===== src/rtl/phy_lock_seq_pkg.sv =====
package phy_lock_seq_pkg;

    localparam int unsigned REG_W = 16;

    typedef enum logic [1:0] {
        OP_ADDR  = 2'd0,
        OP_WRITE = 2'd1,
        OP_READ  = 2'd2
    } txn_op_e;

    typedef struct packed {
        txn_op_e            op;
        logic [REG_W-1:0]   data;
    } txn_cmd_t;

    typedef struct packed {
        logic               valid;
        logic               err;
        logic [REG_W-1:0]   rdata;
    } txn_rsp_t;

    typedef enum logic [2:0] {
        ST_IDLE,
        ST_ISSUE,
        ST_WAIT_RSP,
        ST_DELAY,
        ST_HOLD
    } seq_state_e;

    typedef enum logic [1:0] {
        STEP_RST_SEL,
        STEP_RST_WR,
        STEP_LANE_SEL,
        STEP_LANE_RD
    } seq_step_e;

    typedef enum logic [1:0] {
        RES_NONE,
        RES_OK,
        RES_TIMEOUT,
        RES_FAIL
    } seq_result_e;

    function automatic txn_cmd_t step_cmd(
        input seq_step_e        step,
        input logic [REG_W-1:0] rst_reg,
        input logic [REG_W-1:0] rst_val,
        input logic [REG_W-1:0] lane_reg
    );
        txn_cmd_t c;
        case (step)
            STEP_RST_SEL:  begin c.op = OP_ADDR;  c.data = rst_reg;  end
            STEP_RST_WR:   begin c.op = OP_WRITE; c.data = rst_val;  end
            STEP_LANE_SEL: begin c.op = OP_ADDR;  c.data = lane_reg; end
            default:       begin c.op = OP_READ;  c.data = '0;       end
        endcase
        return c;
    endfunction

endpackage


===== src/rtl/phy_lock_seq_txn.sv =====
module phy_lock_seq_txn
    import phy_lock_seq_pkg::*;
(
    input  logic                clk,
    input  logic                rst,
    input  logic                cmd_valid,
    input  txn_cmd_t            cmd,
    output logic                req_o,
    output txn_op_e             op_o,
    output logic [REG_W-1:0]    data_o,
    input  logic                done_i,
    input  logic                err_i,
    input  logic [REG_W-1:0]    rdata_i,
    output txn_rsp_t            rsp
);

    always_ff @(posedge clk) begin
        if (rst) begin
            req_o  <= 1'b0;
            op_o   <= OP_ADDR;
            data_o <= '0;
        end else if (cmd_valid) begin
            req_o  <= 1'b1;
            op_o   <= cmd.op;
            data_o <= cmd.data;
        end else if (req_o && done_i) begin
            req_o  <= 1'b0;
        end
    end

    always_comb begin
        rsp.valid = req_o & done_i;
        rsp.err   = err_i;
        rsp.rdata = rdata_i;
    end

    // request fields steady until completion
    p_req_stable_r7: assert property (@(posedge clk) disable iff (rst)
        req_o && !done_i |=> req_o && $stable(op_o) && $stable(data_o));

    // request released right after completion
    p_req_release_r7: assert property (@(posedge clk) disable iff (rst)
        req_o && done_i |=> !req_o);

endmodule


===== src/rtl/phy_lock_seq_timer.sv =====
module phy_lock_seq_timer #(
    parameter int unsigned CNT_W = 8
) (
    input  logic             clk,
    input  logic             rst,
    input  logic             load,
    input  logic [CNT_W-1:0] load_val,
    output logic             expired
);

    logic [CNT_W-1:0] cnt_q;

    always_ff @(posedge clk) begin
        if (rst)
            cnt_q <= '0;
        else if (load)
            cnt_q <= load_val;
        else if (cnt_q != '0)
            cnt_q <= cnt_q - 1'b1;
    end

    assign expired = (cnt_q == '0);

    // count only moves down except on a reload
    p_cnt_down_r3: assert property (@(posedge clk) disable iff (rst)
        !load && cnt_q != '0 |=> cnt_q == $past(cnt_q) - 1'b1);

endmodule


===== src/rtl/phy_lock_seq_tries.sv =====
module phy_lock_seq_tries #(
    parameter int unsigned MAX_TRIES = 10
) (
    input  logic clk,
    input  logic rst,
    input  logic clr,
    input  logic inc,
    output logic last
);

    localparam int unsigned TW = $clog2(MAX_TRIES + 1);

    logic [TW-1:0] cnt_q;

    always_ff @(posedge clk) begin
        if (rst || clr)
            cnt_q <= '0;
        else if (inc)
            cnt_q <= cnt_q + 1'b1;
    end

    assign last = (cnt_q == TW'(MAX_TRIES - 1));

    // retry budget never overrun
    p_tries_bound_r5: assert property (@(posedge clk) disable iff (rst)
        cnt_q < TW'(MAX_TRIES));

endmodule


===== src/rtl/phy_lock_seq.sv =====
module phy_lock_seq
    import phy_lock_seq_pkg::*;
#(
    parameter int unsigned      POLL_WAIT_CYC = 5000,
    parameter int unsigned      HOLD_CYC      = 2500,
    parameter int unsigned      MAX_TRIES     = 10,
    parameter logic [15:0]      RST_REG       = 16'h7F3F,
    parameter logic [15:0]      RST_VAL       = 16'h0001,
    parameter logic [15:0]      LANE_REG      = 16'h2003,
    parameter int unsigned      LOCK_BIT      = 1
) (
    input  logic        clk,
    input  logic        rst,
    input  logic        start_i,
    input  logic        variant_i,
    output logic        txn_req_o,
    output logic [1:0]  txn_op_o,
    output logic [15:0] txn_wdata_o,
    input  logic        txn_done_i,
    input  logic        txn_err_i,
    input  logic [15:0] txn_rdata_i,
    output logic        pwrdn_o,
    output logic        swrst_o,
    output logic        done_o,
    output logic        ok_o,
    output logic        timeout_o,
    output logic        err_o
);

    localparam int unsigned MAX_CNT = (POLL_WAIT_CYC > HOLD_CYC) ? POLL_WAIT_CYC : HOLD_CYC;
    localparam int unsigned CNT_W   = $clog2(MAX_CNT + 1);
    localparam logic [CNT_W-1:0] POLL_LOAD = CNT_W'(POLL_WAIT_CYC - 1);
    localparam logic [CNT_W-1:0] HOLD_LOAD = CNT_W'(HOLD_CYC - 1);

    seq_state_e  state_q, state_d;
    seq_step_e   step_q, step_d;
    seq_result_e res_q, res_d;
    logic        done_q, done_d;
    logic        pwrdn_q, pwrdn_d;
    logic        swrst_q, swrst_d;

    logic              cmd_valid;
    txn_cmd_t          cmd;
    txn_rsp_t          rsp;
    txn_op_e           op_w;
    logic              tmr_load;
    logic [CNT_W-1:0]  tmr_val;
    logic              tmr_expired;
    logic              tries_clr, tries_inc, tries_last;
    logic              locked;
    logic              unused_rdata;

    assign cmd    = step_cmd(step_q, RST_REG, RST_VAL, LANE_REG);
    assign locked = rsp.rdata[LOCK_BIT];
    assign unused_rdata = ^rsp.rdata;

    phy_lock_seq_txn u_txn (
        .clk       (clk),
        .rst       (rst),
        .cmd_valid (cmd_valid),
        .cmd       (cmd),
        .req_o     (txn_req_o),
        .op_o      (op_w),
        .data_o    (txn_wdata_o),
        .done_i    (txn_done_i),
        .err_i     (txn_err_i),
        .rdata_i   (txn_rdata_i),
        .rsp       (rsp)
    );

    assign txn_op_o = op_w;

    phy_lock_seq_timer #(.CNT_W(CNT_W)) u_timer (
        .clk      (clk),
        .rst      (rst),
        .load     (tmr_load),
        .load_val (tmr_val),
        .expired  (tmr_expired)
    );

    phy_lock_seq_tries #(.MAX_TRIES(MAX_TRIES)) u_tries (
        .clk  (clk),
        .rst  (rst),
        .clr  (tries_clr),
        .inc  (tries_inc),
        .last (tries_last)
    );

    always_comb begin
        state_d   = state_q;
        step_d    = step_q;
        res_d     = res_q;
        done_d    = 1'b0;
        pwrdn_d   = pwrdn_q;
        swrst_d   = swrst_q;
        cmd_valid = 1'b0;
        tmr_load  = 1'b0;
        tmr_val   = POLL_LOAD;
        tries_clr = 1'b0;
        tries_inc = 1'b0;

        case (state_q)
            ST_IDLE: begin
                if (start_i) begin
                    res_d     = RES_NONE;
                    tries_clr = 1'b1;
                    if (variant_i) begin
                        pwrdn_d  = 1'b0;
                        swrst_d  = 1'b0;
                        tmr_load = 1'b1;
                        tmr_val  = HOLD_LOAD;
                        state_d  = ST_HOLD;
                    end else begin
                        step_d  = STEP_RST_SEL;
                        state_d = ST_ISSUE;
                    end
                end
            end
            ST_ISSUE: begin
                cmd_valid = 1'b1;
                state_d   = ST_WAIT_RSP;
            end
            ST_WAIT_RSP: begin
                if (rsp.valid) begin
                    if (rsp.err) begin
                        res_d   = RES_FAIL;
                        done_d  = 1'b1;
                        state_d = ST_IDLE;
                    end else begin
                        case (step_q)
                            STEP_RST_SEL: begin
                                step_d  = STEP_RST_WR;
                                state_d = ST_ISSUE;
                            end
                            STEP_RST_WR: begin
                                tmr_load = 1'b1;
                                state_d  = ST_DELAY;
                            end
                            STEP_LANE_SEL: begin
                                step_d  = STEP_LANE_RD;
                                state_d = ST_ISSUE;
                            end
                            default: begin
                                if (locked) begin
                                    res_d   = RES_OK;
                                    done_d  = 1'b1;
                                    state_d = ST_IDLE;
                                end else if (tries_last) begin
                                    res_d   = RES_TIMEOUT;
                                    done_d  = 1'b1;
                                    state_d = ST_IDLE;
                                end else begin
                                    tries_inc = 1'b1;
                                    tmr_load  = 1'b1;
                                    state_d   = ST_DELAY;
                                end
                            end
                        endcase
                    end
                end
            end
            ST_DELAY: begin
                if (tmr_expired) begin
                    step_d  = STEP_LANE_SEL;
                    state_d = ST_ISSUE;
                end
            end
            ST_HOLD: begin
                if (tmr_expired) begin
                    swrst_d = 1'b1;
                    res_d   = RES_OK;
                    done_d  = 1'b1;
                    state_d = ST_IDLE;
                end
            end
            default: state_d = ST_IDLE;
        endcase
    end

    always_ff @(posedge clk) begin
        if (rst) begin
            state_q <= ST_IDLE;
            step_q  <= STEP_RST_SEL;
            res_q   <= RES_NONE;
            done_q  <= 1'b0;
            pwrdn_q <= 1'b1;
            swrst_q <= 1'b1;
        end else begin
            state_q <= state_d;
            step_q  <= step_d;
            res_q   <= res_d;
            done_q  <= done_d;
            pwrdn_q <= pwrdn_d;
            swrst_q <= swrst_d;
        end
    end

    assign done_o    = done_q;
    assign ok_o      = (res_q == RES_OK);
    assign timeout_o = (res_q == RES_TIMEOUT);
    assign err_o     = (res_q == RES_FAIL);
    assign pwrdn_o   = pwrdn_q;
    assign swrst_o   = swrst_q;

    // done is a single-cycle pulse
    p_done_pulse_r9: assert property (@(posedge clk) disable iff (rst)
        done_o |=> !done_o);

    // result flags only move on a finish or an accepted start
    p_flags_hold_r9: assert property (@(posedge clk) disable iff (rst)
        !$stable({ok_o, timeout_o, err_o}) |-> done_o || $past(start_i));

    // the dedicated-line variant never uses the register port
    p_hold_no_req_r8: assert property (@(posedge clk) disable iff (rst)
        state_q == ST_HOLD |-> !txn_req_o);

    // reset line release coincides with a successful finish
    p_swrst_release_r8: assert property (@(posedge clk) disable iff (rst)
        $rose(swrst_o) |-> done_o && ok_o);

    // no request is outstanding once a run has finished
    p_idle_quiet_r6: assert property (@(posedge clk) disable iff (rst)
        done_o |-> !txn_req_o);

endmodule


===== config.mk =====
export PLATFORM = sky130hd
export DESIGN_NAME = phy_lock_seq
export DESIGN_NICKNAME = d
export VERILOG_FILES = /design/src/rtl/phy_lock_seq_pkg.sv /design/src/rtl/phy_lock_seq_txn.sv /design/src/rtl/phy_lock_seq_timer.sv /design/src/rtl/phy_lock_seq_tries.sv /design/src/rtl/phy_lock_seq.sv
export SDC_FILE = /design/constraint.sdc
export NUM_CORES = 1
export LEC_CHECK = 0
export BUFFER_PORTS_ARGS = -buffer_cell sky130_fd_sc_hd__buf_2
export CAP_MARGIN = 30
export CORE_AREA = 2 2 65 67
export CTS_CLUSTER_SIZE = 16
export DETAILED_ROUTE_END_ITERATION = 8
export DIE_AREA = 0 0 67 69
export PLACE_DENSITY = 0.73
export SYNTH_ARGS = -nofsm -noshare
export SYNTH_HDL_FRONTEND = slang
export SYNTH_SLANG_ARGS = --single-unit

===== constraint.sdc =====
create_clock -name clk -period 2.3 [get_ports clk]
set_clock_uncertainty 0.2 [all_clocks]
set_input_delay 0.46 -clock clk [delete_from_list [all_inputs] [get_ports clk]]
set_output_delay 0.46 -clock clk [all_outputs]
set_load 0.02 [all_outputs]

Yosys cells after proc, flatten, opt, wreduce, memory -nomap -nowiden

Cells that the tools add are included.

$add $sub $neg: 2
Equality and inequality tests: 20
Mux-type cells: 59
Bitwise logic cells: 1
Reductions and logical operators: 18

Operators by type and width:

| cell                                                                 | number |
|---|---|
| 13-bit 2-to-1 mux                                                    | 5 |
| 18-bit case mux with 3 select lines                                  | 1 |
| 2-bit 2-to-1 mux                                                     | 15 |
| 1-bit 2-to-1 mux                                                     | 24 |
| 3-bit 2-to-1 mux                                                     | 5 |
| 3-bit case mux with 5 select lines                                   | 1 |
| 2-bit inequality test, second input constant                         | 7 |
| 13-bit logical NOT                                                   | 1 |
| 13-bit nonzero test                                                  | 1 |
| 13-bit by 1-bit subtractor with 13-bit output, second input constant | 1 |
| 2-bit case mux with 3 select lines                                   | 2 |
| 1-bit case mux with 2 select lines                                   | 4 |
| 2-bit case mux with 2 select lines                                   | 2 |
| 4-bit AND reduction                                                  | 2 |
| 7-bit AND reduction                                                  | 1 |
| 2-bit == test, second input constant                                 | 3 |
| 3-bit by 2-bit == test with 1-bit output, second input constant      | 2 |
| 3-bit inequality test, second input constant                         | 2 |
| 6-bit AND reduction                                                  | 1 |
| 2-bit nonzero test                                                   | 3 |
| 3-bit nonzero test                                                   | 2 |
| 4-bit by 1-bit adder with 4-bit output, second input constant        | 1 |
| 2-bit by 1-bit == test with 1-bit output, second input constant      | 2 |
| 4-bit == test, second input constant                                 | 1 |
| 11 further kinds                                                     | 11 |

Flip-flop bits (word level): 46
Input port bits: 22
Logic and storage cells: 111

Logic depth before layout (Yosys ltp)

Depth in word-level cells: 8
Mapped depth: 7
Gate-level depth less buffers: 7

Cells and area by module

From an unflattened synthesis, not the netlist that was laid out.

Cells, all modules: 278
Area, all modules: 2,517.4 µm²

Modules (own cells, without submodules):

| module             | times used | cells each | area an instance (µm²) | seq. area each (µm²) |
|---|---|---|---|---|
| phy_lock_seq_txn   | 1          | 80         | 818.3                  | 380.4 |
| phy_lock_seq_timer | 1          | 90         | 763.2                  | 260.2 |
| phy_lock_seq       | 1          | 88         | 735.7                  | 200.2 |
| phy_lock_seq_tries | 1          | 20         | 200.2                  | 80.1 |

Least setup slack after synthesis

No wires, ideal clock.

Path kind: register to register
Start point: register u_timer.cnt_q[0]
End point: register u_timer.cnt_q[9]
Setup time: 0.130 ns
Data arrival time: 1.828 ns
Path slack: 0.142 ns
Cell stages (with the launch flop): 6
Buffers on the path: 0
Cell sequence: dfxtp_1 or4_4 or3_4 or4_4 xor2_1 o22ai_2

Cells in the longest elaborated chain, start to end: 3
Elaborated cells on any way between the ends: 5
Those cells by class: 1 x add/sub; 2 x mux; 2 x reduce/logical

RTL lines:

| what                                          | line                     | text |
|---|---|---|
| start, declared                               | phy_lock_seq_timer.sv:11 | `logic [CNT_W-1:0] cnt_q;` |
| start signal, assigned                        | phy_lock_seq_timer.sv:17 | `cnt_q <= load_val;` |
| start signal, assigned                        | phy_lock_seq_timer.sv:19 | `cnt_q <= cnt_q - 1'b1;` |
| 13-bit by 1-bit subtractor with 13-bit output | phy_lock_seq_timer.sv:19 |  |
| 13-bit 2-to-1 mux                             | phy_lock_seq_timer.sv:18 | `else if (cnt_q != '0)` |
| 13-bit 2-to-1 mux                             | phy_lock_seq_timer.sv:16 | `else if (load)` |

Parallel ways exist; a longest one is shown, timed or not. The select of a mux whose other input is x is not followed.
A chain may end at the register's enable or synchronous reset.

Worst setup path in the final report

Same ends and word-level chain as after synthesis.

==> metrics <==
status finished, final reports clean; CP max stage cell or4_4; initial antenna violation count 0; worst setup margin 0.0771 ns; Layout area overhead 17.1%; commonest non-fill, non-tap cell in the layout dfxtp_1; vias 1576; Die X 67 um; CTS tree done; final wirelength 3740 um; slowest stage delay, CP 0.54 ns; drt wl/cell 12.6 um; element type at the critical path start flip-flop; max-cap violation count 0; power per cell area 1060 nW/um2; Adder-Cell Fraction of Synth Area 0.0283; Finished Cell Area 2070 um2; post-synth top area cell dfxtp_1; xor/xnor cell area share of the yosys netlist 0.0594; Post-DP Area 1950 um2; area fraction in compound gates after synthesis 0.185; CP Capture Type flip-flop; vias in the first global route 1434; fmax 450 MHz; Routed Antenna Nets 0; peak supply drop 538 uV; Initial Util 0.452; CP Buf/Inv Count 0; Die ar. 4620 um2; Finished Layout Cells 296; Simple-Gate Fraction of Synth Area 0.260; CP Max Fanout 3; total grt overflow 0; H-tree depth 2; Hold Fails Final Rpt 0; pre-CTS WS 0.0550 ns; most used cell, CP or4_4; Seq/Total Area, Yosys 0.374; layout cells sized above 1 0.252; Layout Utilization 0.529; final setup vio count 0; CTS Root Cell clkbuf_8; CTS Sinks 33; ANT cells 0; number of synthesized flops with an enable pin 0; Min Hold Slack 0.247 ns; fillcell total 389; setup TNS 0 ns; crit path cell chain or4_4 -> or3_4 -> or4_4 -> xor2_2 -> o22ai_2; clock buffer depth 2; worst min path class reg -> reg; Post-Place Cells 288; Crit path arrival time 2.19 ns; global-route wire length before repair 6250 um; period utilisation layout 0.966; yosys warns 0; Yosys reg bits 33; I/O pin count 47; Tmin final 2.22 ns; CTS Buf Count 5; Die H 69 um; CP top delay family simple AND/OR/NAND/NOR gates; largest cells by area after synthesis dfxtp_1, a21oi_1, buf_4; Power Total 2.20 mW; share of synthesized registers carrying an async set or reset 0; largest family of logic cells by synthesized area simple AND/OR/NAND/NOR gates; Vias/cell 5.32; IO buf count 28; most frequent cells in the layout dfxtp_1, buf_2, a21oi_1; Initial DRC Count 67; synthesized cell area 1770 um2; largest net degree at the start of global routing 25; Synth top area share 0.374; cells after synthesis 215; Main synth FF type dfxtp_1; clock-pin slew on the worst setup and hold paths 0.07 ns; required time of the critical path 2.26 ns; HPWL after DPL 2720 um; post-synthesis mux area share 0.00566; site row count 23; synth unique cells 43; Static Leak 0.875 nW; WS Path Type reg -> reg; RePlAce Congestion 0.946; Final Max Slew Viols 0; RSZ-0062 raised after global routing false; Hold Buf Count CTS 0; iteration count of the initial detailed-routing pass 5; Avg Cell Area, Syn 8.22 um2; Core Box Area 3910 um2; clk_lat worst skew 0.29 ns; nets@finish 271; GRT Resource Usage Total 0.175; DRC Markers 0
## synth_stat cells, types with 4 or more instances
cell type / instances
or2_2: 4
nor4_1: 4
a211oi_1: 4
inv_1: 7
nor3_1: 4
nor2b_1: 4
clkbuf_1: 7
a21oi_1: 21
nand2b_1: 4
dfxtp_1: 33
ha_1: 4
xor2_1: 9
o21ai_0: 9
nand2_1: 17
buf_4: 13
nor2_1: 19
nand3_1: 10
## tightest hold or removal path, delay by kind of cell, from the launching register on
family	cells	cell delay, ns
AND/OR/NAND/NOR	2	0.09
flip-flops	1	0.31
## flip-flops by register name, indices dropped and copies added (netlist names)
name           cells
done_o             1
pwrdn_o            1
res_q              2
u_txn.req_o        1
step_q             2
u_txn.op_o         2
u_timer.cnt_q     13
u_txn.data_o       3
u_tries.cnt_q      4
swrst_o            1
state_q            3
## worst paths after layout
| kind | slack (ns) | cells past startpoint | start | to |
|---|---|---|---|---|
| worst max-delay path | 0.08 | 5 | u_timer.cnt_q[0] | u_timer.cnt_q[9] |
| worst min-delay path | 0.25 | 2 | pwrdn_o | pwrdn_o |
| worst max register to register | 0.08 | 5 | u_timer.cnt_q[0] | u_timer.cnt_q[9] |
| worst min register to register | 0.25 | 2 | pwrdn_o | pwrdn_o |
## power by group
part / leakage, nW / switching, mW / total [mW] / internal [mW]
registers: 0.270 / 0.103 / 0.782 / 0.679
clock network: 0.0542 / 0.219 / 0.489 / 0.270
logic: 0.551 / 0.481 / 0.926 / 0.445
## final cells by class
cell class                 instances  area, um2  area share
multi-input combinational        157        978       0.473
tap                               50       62.6      0.0302
inverter                           7       26.3      0.0127
clock buffer                       7       96.3      0.0466
sequential                        33        663       0.320
clock inverter                     1       5.00     0.00242
timing repair buffer              41        238       0.115
## logic make-up after synthesis
family          count (synthesis)
compound gates                 51
xor+xnor                       12
fa+ha+maj                       4
buf+inv                        27
flops                          33
mux                             1
other cells                     1
simple gates                   86
## routing by layer
metal | routed length [um] | global-route usage
met3 | 228 | 0.0489
met5 | 0 | 0
met2 | 1650 | 0.267
met1 | 1800 | 0.230
met4 | 59 | 0.0680
## what timing repair did
item,4_1_cts,5_1_grt
endpoints found under the setup margin,0,9
buffers inserted,0,0
gates resized for setup,0,4
Note: power is estimated with default switching activity, not from simulation.
